===== config.mk =====
export PLATFORM = sky130hd
export DESIGN_NAME = dma_reg_bank
export DESIGN_NICKNAME = d
export VERILOG_FILES = /design/src/rtl/dma_reg_pkg.sv /design/src/rtl/dma_reg_decode.sv /design/src/rtl/dma_reg_channel.sv /design/src/rtl/dma_reg_bank.sv
export SDC_FILE = /design/constraint.sdc
export NUM_CORES = 2
export LEC_CHECK = 0
export CORE_ASPECT_RATIO = 1.1
export CORE_MARGIN = 3
export CORE_UTILIZATION = 45
export CTS_CLUSTER_DIAMETER = 30
export DETAILED_ROUTE_END_ITERATION = 16
export DONT_BUFFER_PORTS = 1
export SLEW_MARGIN = 20
export SYNTH_ARGS = -nofsm -noshare
export SYNTH_HDL_FRONTEND = slang
export SYNTH_SLANG_ARGS = --single-unit

===== constraint.sdc =====
create_clock -name clk -period 4.3 [get_ports clk]
set_clock_uncertainty 0.2 [all_clocks]
set_input_delay 0.645 -clock clk [delete_from_list [all_inputs] [get_ports clk]]
set_output_delay 0.645 -clock clk [all_outputs]
set_load 0.1 [all_outputs]

===== src/rtl/dma_reg_pkg.sv =====
package dma_reg_pkg;
    localparam int          WORD_W    = 32;
    localparam int          STRIDE_SH = 5;            // 0x20 bytes per channel group
    localparam int          CH_BASE   = 32'h20;
    localparam int          NGLOB     = 5;            // defined global words
    localparam int          FLAG_N    = 4;
    localparam int          CSR_W     = 12;
    localparam logic [31:0] MASK_RST  = 32'hFFFF_FFFC;
    localparam logic [7:0]  CSR_WMASK = 8'hFF;

    typedef enum logic [2:0] {
        CR_STAT = 3'd0, CR_SIZE = 3'd1, CR_SRC  = 3'd2, CR_SMSK = 3'd3,
        CR_DST  = 3'd4, CR_DMSK = 3'd5, CR_DESC = 3'd6, CR_SWP  = 3'd7
    } ch_reg_e;

    typedef struct packed {
        logic [CSR_W-1:0]  stat;
        logic [WORD_W-1:0] size;
        logic [WORD_W-1:0] src;
        logic [WORD_W-1:0] smsk;
        logic [WORD_W-1:0] dst;
        logic [WORD_W-1:0] dmsk;
        logic [WORD_W-1:0] desc;
        logic [WORD_W-1:0] swp;
        logic              start;
        logic              cancel;
    } ch_state_t;

    typedef struct packed {
        logic              rsp_valid;
        logic              rsp_err;
        logic [WORD_W-1:0] rdata;
        logic [WORD_W-1:0] msk_a;
        logic [WORD_W-1:0] msk_b;
        logic [WORD_W-1:0] src_a;
        logic [WORD_W-1:0] src_b;
    } glob_state_t;
endpackage


===== src/rtl/dma_reg_decode.sv =====
module dma_reg_decode
    import dma_reg_pkg::*;
#(
    parameter int ADDR_W = 12,
    parameter int NCH    = 4,
    localparam int CH_W  = (NCH > 1) ? $clog2(NCH) : 1,
    localparam int CHF_W = ADDR_W - STRIDE_SH
) (
    input  logic [ADDR_W-1:0] addr,
    output logic              is_glob,
    output logic [2:0]        g_idx,
    output logic [CH_W-1:0]   ch_idx,
    output logic [2:0]        r_idx,
    output logic              legal
);
    logic [ADDR_W-1:0] rel;
    logic [CHF_W-1:0]  ch_full;
    logic              aligned;

    always_comb begin
        aligned = (addr[1:0] == 2'b00);
        is_glob = (addr < ADDR_W'(CH_BASE));
        g_idx   = addr[4:2];
        rel     = addr - ADDR_W'(CH_BASE);
        ch_full = rel[ADDR_W-1:STRIDE_SH];
        ch_idx  = ch_full[CH_W-1:0];
        r_idx   = rel[4:2];
        if (!aligned)
            legal = 1'b0;
        else if (is_glob)
            legal = (g_idx < 3'(NGLOB));
        else
            legal = (ch_full < CHF_W'(NCH));
    end
endmodule


===== src/rtl/dma_reg_channel.sv =====
module dma_reg_channel
    import dma_reg_pkg::*;
(
    input  logic              clk,
    input  logic              rst_n,
    input  logic              wr_en,
    input  logic              rd_en,
    input  logic [2:0]        idx,
    input  logic [WORD_W-1:0] wdata,
    input  logic [FLAG_N-1:0] flag_set,
    output logic [WORD_W-1:0] rdata,
    output logic              start_o,
    output logic              cancel_o
);
    ch_state_t q, d;

    always_comb begin
        d        = q;
        d.start  = 1'b0;
        d.cancel = 1'b0;
        if (wr_en) begin
            unique case (ch_reg_e'(idx))
                CR_STAT: begin
                    d.stat[7:0] = (q.stat[7:0] & ~CSR_WMASK) | (wdata[7:0] & CSR_WMASK);
                    d.start     = wdata[0] & ~q.stat[0];
                    d.cancel    = ~wdata[0];
                end
                CR_SIZE: d.size = wdata;
                CR_SRC:  d.src  = wdata;
                CR_SMSK: d.smsk = wdata;
                CR_DST:  d.dst  = wdata;
                CR_DMSK: d.dmsk = wdata;
                CR_DESC: d.desc = wdata;
                CR_SWP:  d.swp  = wdata;
                default: ;
            endcase
        end
        if (rd_en && ch_reg_e'(idx) == CR_STAT)
            d.stat[CSR_W-1:8] = '0;
        d.stat[CSR_W-1:8] = d.stat[CSR_W-1:8] | flag_set;
    end

    always_ff @(posedge clk) begin
        if (!rst_n) begin
            q      <= '0;
            q.smsk <= MASK_RST;
            q.dmsk <= MASK_RST;
        end else begin
            q <= d;
        end
    end

    always_comb begin
        unique case (ch_reg_e'(idx))
            CR_STAT: rdata = {{(WORD_W-CSR_W){1'b0}}, q.stat};
            CR_SIZE: rdata = q.size;
            CR_SRC:  rdata = q.src;
            CR_SMSK: rdata = q.smsk;
            CR_DST:  rdata = q.dst;
            CR_DMSK: rdata = q.dmsk;
            CR_DESC: rdata = q.desc;
            CR_SWP:  rdata = q.swp;
            default: rdata = '0;
        endcase
    end

    assign start_o  = q.start;
    assign cancel_o = q.cancel;

    assert_start_sets_en_R9: assert property (@(posedge clk) disable iff (!rst_n)
        q.start |-> q.stat[0]);
    assert_cancel_clears_en_R10: assert property (@(posedge clk) disable iff (!rst_n)
        q.cancel |-> !q.stat[0]);
    assert_pulses_exclusive_R10: assert property (@(posedge clk) disable iff (!rst_n)
        !(q.start && q.cancel));
    assert_read_clears_flags_R8: assert property (@(posedge clk) disable iff (!rst_n)
        (rd_en && idx == 3'd0 && flag_set == '0) |=> q.stat[CSR_W-1:8] == '0);
    assert_flags_not_written_R7: assert property (@(posedge clk) disable iff (!rst_n)
        (flag_set == '0 && !(rd_en && idx == 3'd0)) |=> $stable(q.stat[CSR_W-1:8]));
endmodule


===== src/rtl/dma_reg_bank.sv =====
module dma_reg_bank
    import dma_reg_pkg::*;
#(
    parameter int ADDR_W = 12,
    parameter int NCH    = 4
) (
    input  logic                  clk,
    input  logic                  rst_n,
    input  logic                  req_valid,
    input  logic                  req_write,
    input  logic [ADDR_W-1:0]     req_addr,
    input  logic [31:0]           req_wdata,
    input  logic [NCH*4-1:0]      flag_set,
    output logic                  rsp_valid,
    output logic                  rsp_err,
    output logic [31:0]           rsp_rdata,
    output logic [NCH-1:0]        start_o,
    output logic [NCH-1:0]        cancel_o
);
    localparam int CH_W = (NCH > 1) ? $clog2(NCH) : 1;

    logic              is_glob, legal;
    logic [2:0]        g_idx, r_idx;
    logic [CH_W-1:0]   ch_idx;
    logic [WORD_W-1:0] ch_rdata [NCH];
    logic [NCH-1:0]    ch_wr, ch_rd;

    dma_reg_decode #(.ADDR_W(ADDR_W), .NCH(NCH)) u_dec (
        .addr(req_addr), .is_glob(is_glob), .g_idx(g_idx),
        .ch_idx(ch_idx), .r_idx(r_idx), .legal(legal)
    );

    for (genvar c = 0; c < NCH; c++) begin : g_ch
        logic sel;
        assign sel      = req_valid && legal && !is_glob && (ch_idx == CH_W'(c));
        assign ch_wr[c] = sel && req_write;
        assign ch_rd[c] = sel && !req_write;
        dma_reg_channel u_ch (
            .clk(clk), .rst_n(rst_n), .wr_en(ch_wr[c]), .rd_en(ch_rd[c]),
            .idx(r_idx), .wdata(req_wdata), .flag_set(flag_set[c*4 +: 4]),
            .rdata(ch_rdata[c]), .start_o(start_o[c]), .cancel_o(cancel_o[c])
        );
    end

    glob_state_t q, d;

    always_comb begin
        d           = q;
        d.rsp_valid = req_valid;
        d.rsp_err   = req_valid && !legal;
        d.rdata     = '0;
        if (req_valid && legal) begin
            if (is_glob) begin
                if (req_write) begin
                    unique case (g_idx)
                        3'd1:    d.msk_a = req_wdata;
                        3'd2:    d.msk_b = req_wdata;
                        3'd3:    d.src_a = req_wdata;
                        3'd4:    d.src_b = req_wdata;
                        default: ;  // control word: accepted, no effect
                    endcase
                end else begin
                    unique case (g_idx)
                        3'd1:    d.rdata = q.msk_a;
                        3'd2:    d.rdata = q.msk_b;
                        3'd3:    d.rdata = q.src_a;
                        3'd4:    d.rdata = q.src_b;
                        default: d.rdata = '0;
                    endcase
                end
            end else if (!req_write) begin
                d.rdata = ch_rdata[ch_idx];
            end
        end
    end

    always_ff @(posedge clk) begin
        if (!rst_n) q <= '0;
        else        q <= d;
    end

    assign rsp_valid = q.rsp_valid;
    assign rsp_err   = q.rsp_err;
    assign rsp_rdata = q.rdata;

    assert_rsp_follows_req_R11: assert property (@(posedge clk) disable iff (!rst_n)
        req_valid |=> rsp_valid);
    assert_no_rsp_without_req_R11: assert property (@(posedge clk) disable iff (!rst_n)
        !req_valid |=> !rsp_valid);
    assert_err_has_zero_data_R4: assert property (@(posedge clk) disable iff (!rst_n)
        rsp_err |-> (rsp_valid && rsp_rdata == '0));
    assert_pulse_onehot_R9: assert property (@(posedge clk) disable iff (!rst_n)
        $onehot0({start_o, cancel_o}));
endmodule


# After elaboration in Yosys (flattened, before gate mapping)
# Cells that the tools add are included.
[totals]
reg_bits = 1114
inputBits = 64
out_inout_bits = 42
elab_cells = 167
[op_classes]
add_sub_neg = 1
magnitude_cmp = 4
eq_ne = 14
mux = 17
bitwise_logic = 14
n_reduce_logical = 66
[op_table]
columns = ["cell", "n"]
rows = [
  ["32-bit case mux with 8 select lines", 4],
  ["32-bit 2-to-1 mux", 5],
  ["32-bit case mux with 4 select lines", 1],
  ["2-bit AND reduction", 33],
  ["32-bit binary-select mux with 2-bit select", 1],
  ["1-bit logical AND", 19],
  ["4-bit 2-to-1 mux", 4],
  ["4-bit OR", 4],
  ["4-bit AND reduction", 4],
  ["3-bit == test (second input constant)", 5],
  ["3-bit by 2-bit == test with 1-bit output (second input constant)", 4],
  ["12-bit by 6-bit < comparator with 1-bit output (second input constant)", 1],
  ["3-bit AND reduction", 4],
  ["12-bit by 6-bit subtractor with 12-bit output (second input constant)", 1],
  ["7-bit by 3-bit < comparator with 1-bit output (second input constant)", 1],
  ["3-bit by 1-bit == test with 1-bit output (second input constant)", 2],
  ["1-bit inverter", 5],
  ["1-bit AND", 4],
  ["2-bit == test (second input constant)", 2],
  ["2-bit zero test", 2],
  ["3-bit greater-or-equal comparator (second input constant)", 1],
  ["1-bit zero test", 3],
  ["3-bit zero test", 1],
  ["3-bit < comparator (second input constant)", 1],
  ["other kinds (3)", 4],
]

# Longest topological paths before layout
[logic_depth]
depth_word = 11
ltp_mapped = 14
depth_no_buf = 8

# Modules after synthesis
# From an unflattened synthesis, not the netlist that was laid out.
[hier_totals]
cells_unflattened = 5965
hier_area_um2 = 49925.4
[by_module_without_submodules]
columns = ["mod", "instances", "cells_per_inst", "area_per_inst_um2", "seq_area_each_um2"]
rows = [
  ["dma_reg_channel", 4, 1302, 10532.6, 4764.6],
  ["dma_reg_bank", 1, 737, 7651.1, 3243.1],
  ["dma_reg_decode", 1, 20, 143.9, 0.0],
]

# Worst setup path after synthesis
# No wires, ideal clock.
[synth_timing]
path_kind = "input-to-reg"
startpoint = "in req_addr[5]"
endpoint = "reg g_ch[1].u_ch.q[88] (netlist name)"
setup_ns = 0.137
arrival_ns = 3.185
t_required_ns = 3.963
path_slack_ns = 0.779
path_stages = 14
n_path_buf = 6
cell_sequence = "buf_2 > inv_1 > clkbuf_1 > clkbuf_1 > ha_1 > nand2b_1 > nand3_2 > or4_1 > buf_2 > or3_1 > buf_2 > buf_6 > nand2_1 > nand3_1"
[synth_between]
elab_chain_cells = 9
elab_cells_between_ends = 12
classes_between = "1 x add/sub; 2 x order compare; 1 x eq/ne; 2 x mux; 6 x reduce/logical"
[synth_rtl]
columns = ["element", "line_no", "rtl"]
rows = [
  ["start, declared", "dma_reg_bank.sv:11", "input logic [ADDR_W-1:0] req_addr,"],
  ["12-bit by 6-bit subtractor with 12-bit output", "dma_reg_decode.sv:24", "rel = addr - ADDR_W'(CH_BASE);"],
  ["7-bit by 3-bit < comparator with 1-bit output", "dma_reg_decode.sv:33", "legal = (ch_full < CHF_W'(NCH));"],
  ["1-bit 2-to-1 mux", "dma_reg_decode.sv:30", "else if (is_glob)"],
  ["1-bit 2-to-1 mux", "dma_reg_decode.sv:28", "if (!aligned)"],
  ["1-bit logical AND (2 in series)", "dma_reg_bank.sv:35", "assign sel = req_valid && legal && !is_glob && (ch_idx == CH_W'(c));"],
  ["1-bit logical AND (*)", "dma_reg_bank.sv:35", ""],
  ["1-bit logical AND (*)", "dma_reg_bank.sv:36", "assign ch_wr[c] = sel && req_write;"],
  ["2-bit AND reduction (no line) (*)", "--", ""],
  ["end, declared", "dma_reg_channel.sv:15", "ch_state_t q, d;"],
]
# Every way passes the cells marked *; elsewhere a longest branch is shown, timed or not.
# A chain may end at the register's enable or synchronous reset.

# Worst setup path in the final report
[layout_timing]
startpoint = "in req_addr[9]"
endpoint = "reg g_ch[3].u_ch.q[145] (netlist name)"
[layout_between]
elab_chain_cells = 9
elab_cells_between_ends = 11
classes_between = "1 x add/sub; 2 x order compare; 2 x mux; 6 x reduce/logical"
[layout_rtl]
columns = ["element", "line_no"]
rows = [
  ["12-bit by 6-bit subtractor with 12-bit output", "dma_reg_decode.sv:24"],
  ["7-bit by 3-bit < comparator with 1-bit output", "dma_reg_decode.sv:33"],
  ["1-bit 2-to-1 mux", "dma_reg_decode.sv:30"],
  ["1-bit 2-to-1 mux", "dma_reg_decode.sv:28"],
  ["1-bit logical AND", "dma_reg_bank.sv:35"],
  ["1-bit logical AND (*) (2 in series)", "dma_reg_bank.sv:35"],
  ["1-bit logical AND (*)", "dma_reg_bank.sv:36"],
  ["2-bit AND reduction (no line) (*)", "--"],
  ["end, declared", "dma_reg_channel.sv:15"],
]
# Marked as above.

==> out/results.tsv <==
stage	metric	value	unit
power	Comb power frac	5.0	%
clock_network	CTS Buf Count	208	
layout	Layout Nets	5804	
yosys	sequential share of the synthesized area	44.4	%
power	Net Sw Power	6710	uW
global_route	first-pass GRT wire length	272	mm
placement	Final HPWL DP	96.6	mm
global_route	largest net degree at the start of global routing	694	
route	Vias per Instance	5.80	
yosys	FFs w/ async S/R, synth	0	%
worst_setup_path	CP arrival	4.20	ns
worst_hold_path	HP Class	primary input to flip-flop	
power	clock power share	58.5	%
yosys	top-count cell post-synth	nand2_1	
clock_network	CTS clk-pin slew, worst paths	0.05	ns
power	Seq pwr share	36.5	%
global_route	initial antenna violation count	9	
die	num ports	106	
power	Worst VDD drop	0.385	mV
yosys	Mapped Cells	5731	
power	Leakage	0.0252	uW
layout	Area Growth Syn to Fin	21.8	%
placement	Port Buffer Count	0	
sta	measured slew at the worst slew-check pin	2.68	ns
sta	Final Max Slew Viols	551	
sta	max_slew headroom	-78.4	%
global_route	vias in the first global route	41700	
sta	Final Hold Fails	0	
flow_run	Max-cap violations	0	
worst_setup_path	Cell Chain, Critical Path	nor3_2 > nand3_2 > nor4_4 > buf_4 > and3_1 > buf_4 > nand2_1 > dlygate4sd3_1 > nand3_1 > dlygate4sd3_1	
sta	unrepaired setup endpoints after global routing	no	
sta	fmax	0.272	GHz
worst_setup_path	crit start category	primary input	
clock_network	maximum clock path buffer count	3	
global_route	GR Overflow Total	0	
yosys	post-synth cell types	61	
yosys	synthesized area	0.0502	sq mm
die	core footprint	0.110	sq mm
yosys	Synth Area per Inst	8.76	sq um
yosys	#FFs+latches synth	1114	
die	Starting Density	45.7	%
route	Via Count	42900	
route	first-pass iteration count of the detailed router	5	
worst_setup_path	element type at the critical path end	flip-flop	
power	Sw Ratio	23.6	%
route	DR WL/cell	24.6	microns
worst_setup_path	CP required	4.83	ns
die	row cnt	127	
worst_setup_path	crit path buf inv count	4	
yosys	largest cells by area after synthesis	dfxtp_1 44%, mux2i_1 11%, nand2_1 10%, nor2b_1 5.6%, a21boi_0 4.8%	
yosys	syn_nets	5800	
sta	final period utilization	85.5	%
clock_network	Clk Latency, worst-skew pair	0.80	ns
clock_network	H-tree Lvls	4	
global_route	Total GRT Usage	30.6	%
sta	worst setup margin	0.623	ns
placement	Final GP Congestion	0.832	
placement	pre-CTS setup slack	0.760	ns
worst_setup_path	crit path max-delay cell type	dlygate4sd3_1	
yosys	Yosys top cell area share	44.4	%
clock_network	number of clock sinks	1114	
route	drt initial violations	4635	
sta	Setup TNS	0	ns
power	pwr/cell area	465	mW/mm^2
route	DRT antenna net count	0	
yosys	number of synthesized flops with an enable pin	0	
worst_setup_path	delay-heaviest family, CP	buffers and inverters	
worst_setup_path	Crit Path Max Fanout	32	
route	DRC	0	
sta	final setup fails	0	
clock_network	Root Driver	clkbuf_16	
power	internal power	21700	uW
yosys	Synth Warn #	0	
die	area of the die	0.116	sq mm
status	status	finished, violations left	
die	Chip Height	356	microns
worst_setup_path	Crit Path Class	primary input to flip-flop	
die	DIE WIDTH	324	microns
clock_network	CTS tree	built	
yosys	main flop type after synthesis	dfxtp_1	
layout	layout cells sized above 1	12.3	%
sta	min cycle time layout	3.68	ns
sta	worst hold slack	0.0693	ns
worst_setup_path	CP peak stage delay	0.61	ns
yosys	leading area contributor after synthesis	dfxtp_1	
route	final WL	182	mm
yosys	commonest cells in the synthesized netlist	1368 x nand2_1, 1114 x dfxtp_1, 536 x mux2i_1, 453 x nor2b_1, 382 x clkbuf_1	
status	failing checks	max-slew violations	
clock_network	post-cts resize count	0	
-- per-layer routing --
metal  up-vias  track usage (%)  routed length [microns]
met5         -            0.779                      138
met4         4             11.7                     6270
met3       382             6.31                    16000
met2      1899             48.8                    82200
met1     21000             40.8                    77100
li1      19600                -                        -
-- power by group through the flow --
stage / clock network (uW) / registers (uW) / logic (uW)
6_report: 16600 / 10400 / 1420
5_1_grt: 17300 / 10400 / 1450
4_1_cts: 16700 / 10400 / 1360
3_5_place_dp: 0 / 10600 / 965
3_3_place_gp: 0 / 10600 / 966
2_1_floorplan: 0 / 10600 / 893
-- stage by stage --
step	power (uW)	cell area, sq um	util (%)	instances
floorplan	11500	50200	-	5731
global placement	11500	50600	46.1	6721
detailed placement	11500	50600	46.1	6721
CTS	28500	61100	55.6	7395
global route	29100	61100	55.6	7397
finish	28400	61100	55.7	7402
-- area by class of cell --
cell class | instances | area, sq um
flip-flops and latches | 1114 | 22300
fillers | 9574 | 48700
multi-input cells | 3977 | 25200
well taps | 1483 | 1860
clock inverters | 128 | 1460
diodes | 6 | 15.0
repair buffers | 422 | 4460
inverters | 12 | 47.5
clock buffers | 260 | 5760
-- final timing paths --
path / startpoint / slack [ns] / to / cells past startpoint
min reg2reg: g_ch[2].u_ch.q[103] / 0.25 / g_ch[2].u_ch.q[103] / 2
min: req_addr[5] / 0.07 / rsp_rdata[1] / 3
max: req_addr[9] / 0.62 / g_ch[3].u_ch.q[145] / 10
max reg2reg: g_ch[2].u_ch.q[94] / 1.75 / rsp_rdata[28] / 6
-- worst register-to-register path: stages, from the launching register on --
cell	delay, ns
dfxtp_1	0.31
mux2_2	0.26
a221oi_1	0.77
a21oi_1	0.27
o211ai_1	0.18
o31a_1	0.31
a211oi_1	0.12
-- timing repair --
action / CTS / global route
hold endpoints to repair: 1084 / 0
buffers inserted: 0 / 0
setup endpoints to repair: 0 / 0
hold buffers: 286 / 0
-- cells by family after synthesis --
logic type | synth area share, %
adders and majority gates | 0.125
DFF | 44.4
AOI/OAI and AO/OA | 15.1
muxes | 14.0
buffers and inverters | 5.74
and+or+nand+nor | 20.6
-- state kept, by name, summed over array words and instances (netlist names) --
name                flops
g_ch.u_ch.cancel_o      4
q                     128
rsp_err                 1
g_ch.u_ch.q           944
rsp_rdata              32
rsp_valid               1
g_ch.u_ch.start_o       4
-- placed cells by master (no fill, tap or decap), types with 26 or more instances in the layout --
cell type,n
a221oi_1,108
nand3_1,258
mux2i_1,536
and3_1,27
o221ai_1,27
o2bb2ai_1,39
nand2_1,1363
nor2b_1,447
a22oi_1,60
a21oi_1,124
dfxtp_1,1113
dlygate4sd3_1,252
buf_4,119
mux4_2,28
a21boi_1,76
clkbuf_16,213
mux2_2,91
o21ai_0,114
nor2_1,61
clkinvlp_4,26
buf_12,48
clkinv_2,37
a21boi_0,324
No activity file was read; power rests on OpenSTA's default activity.
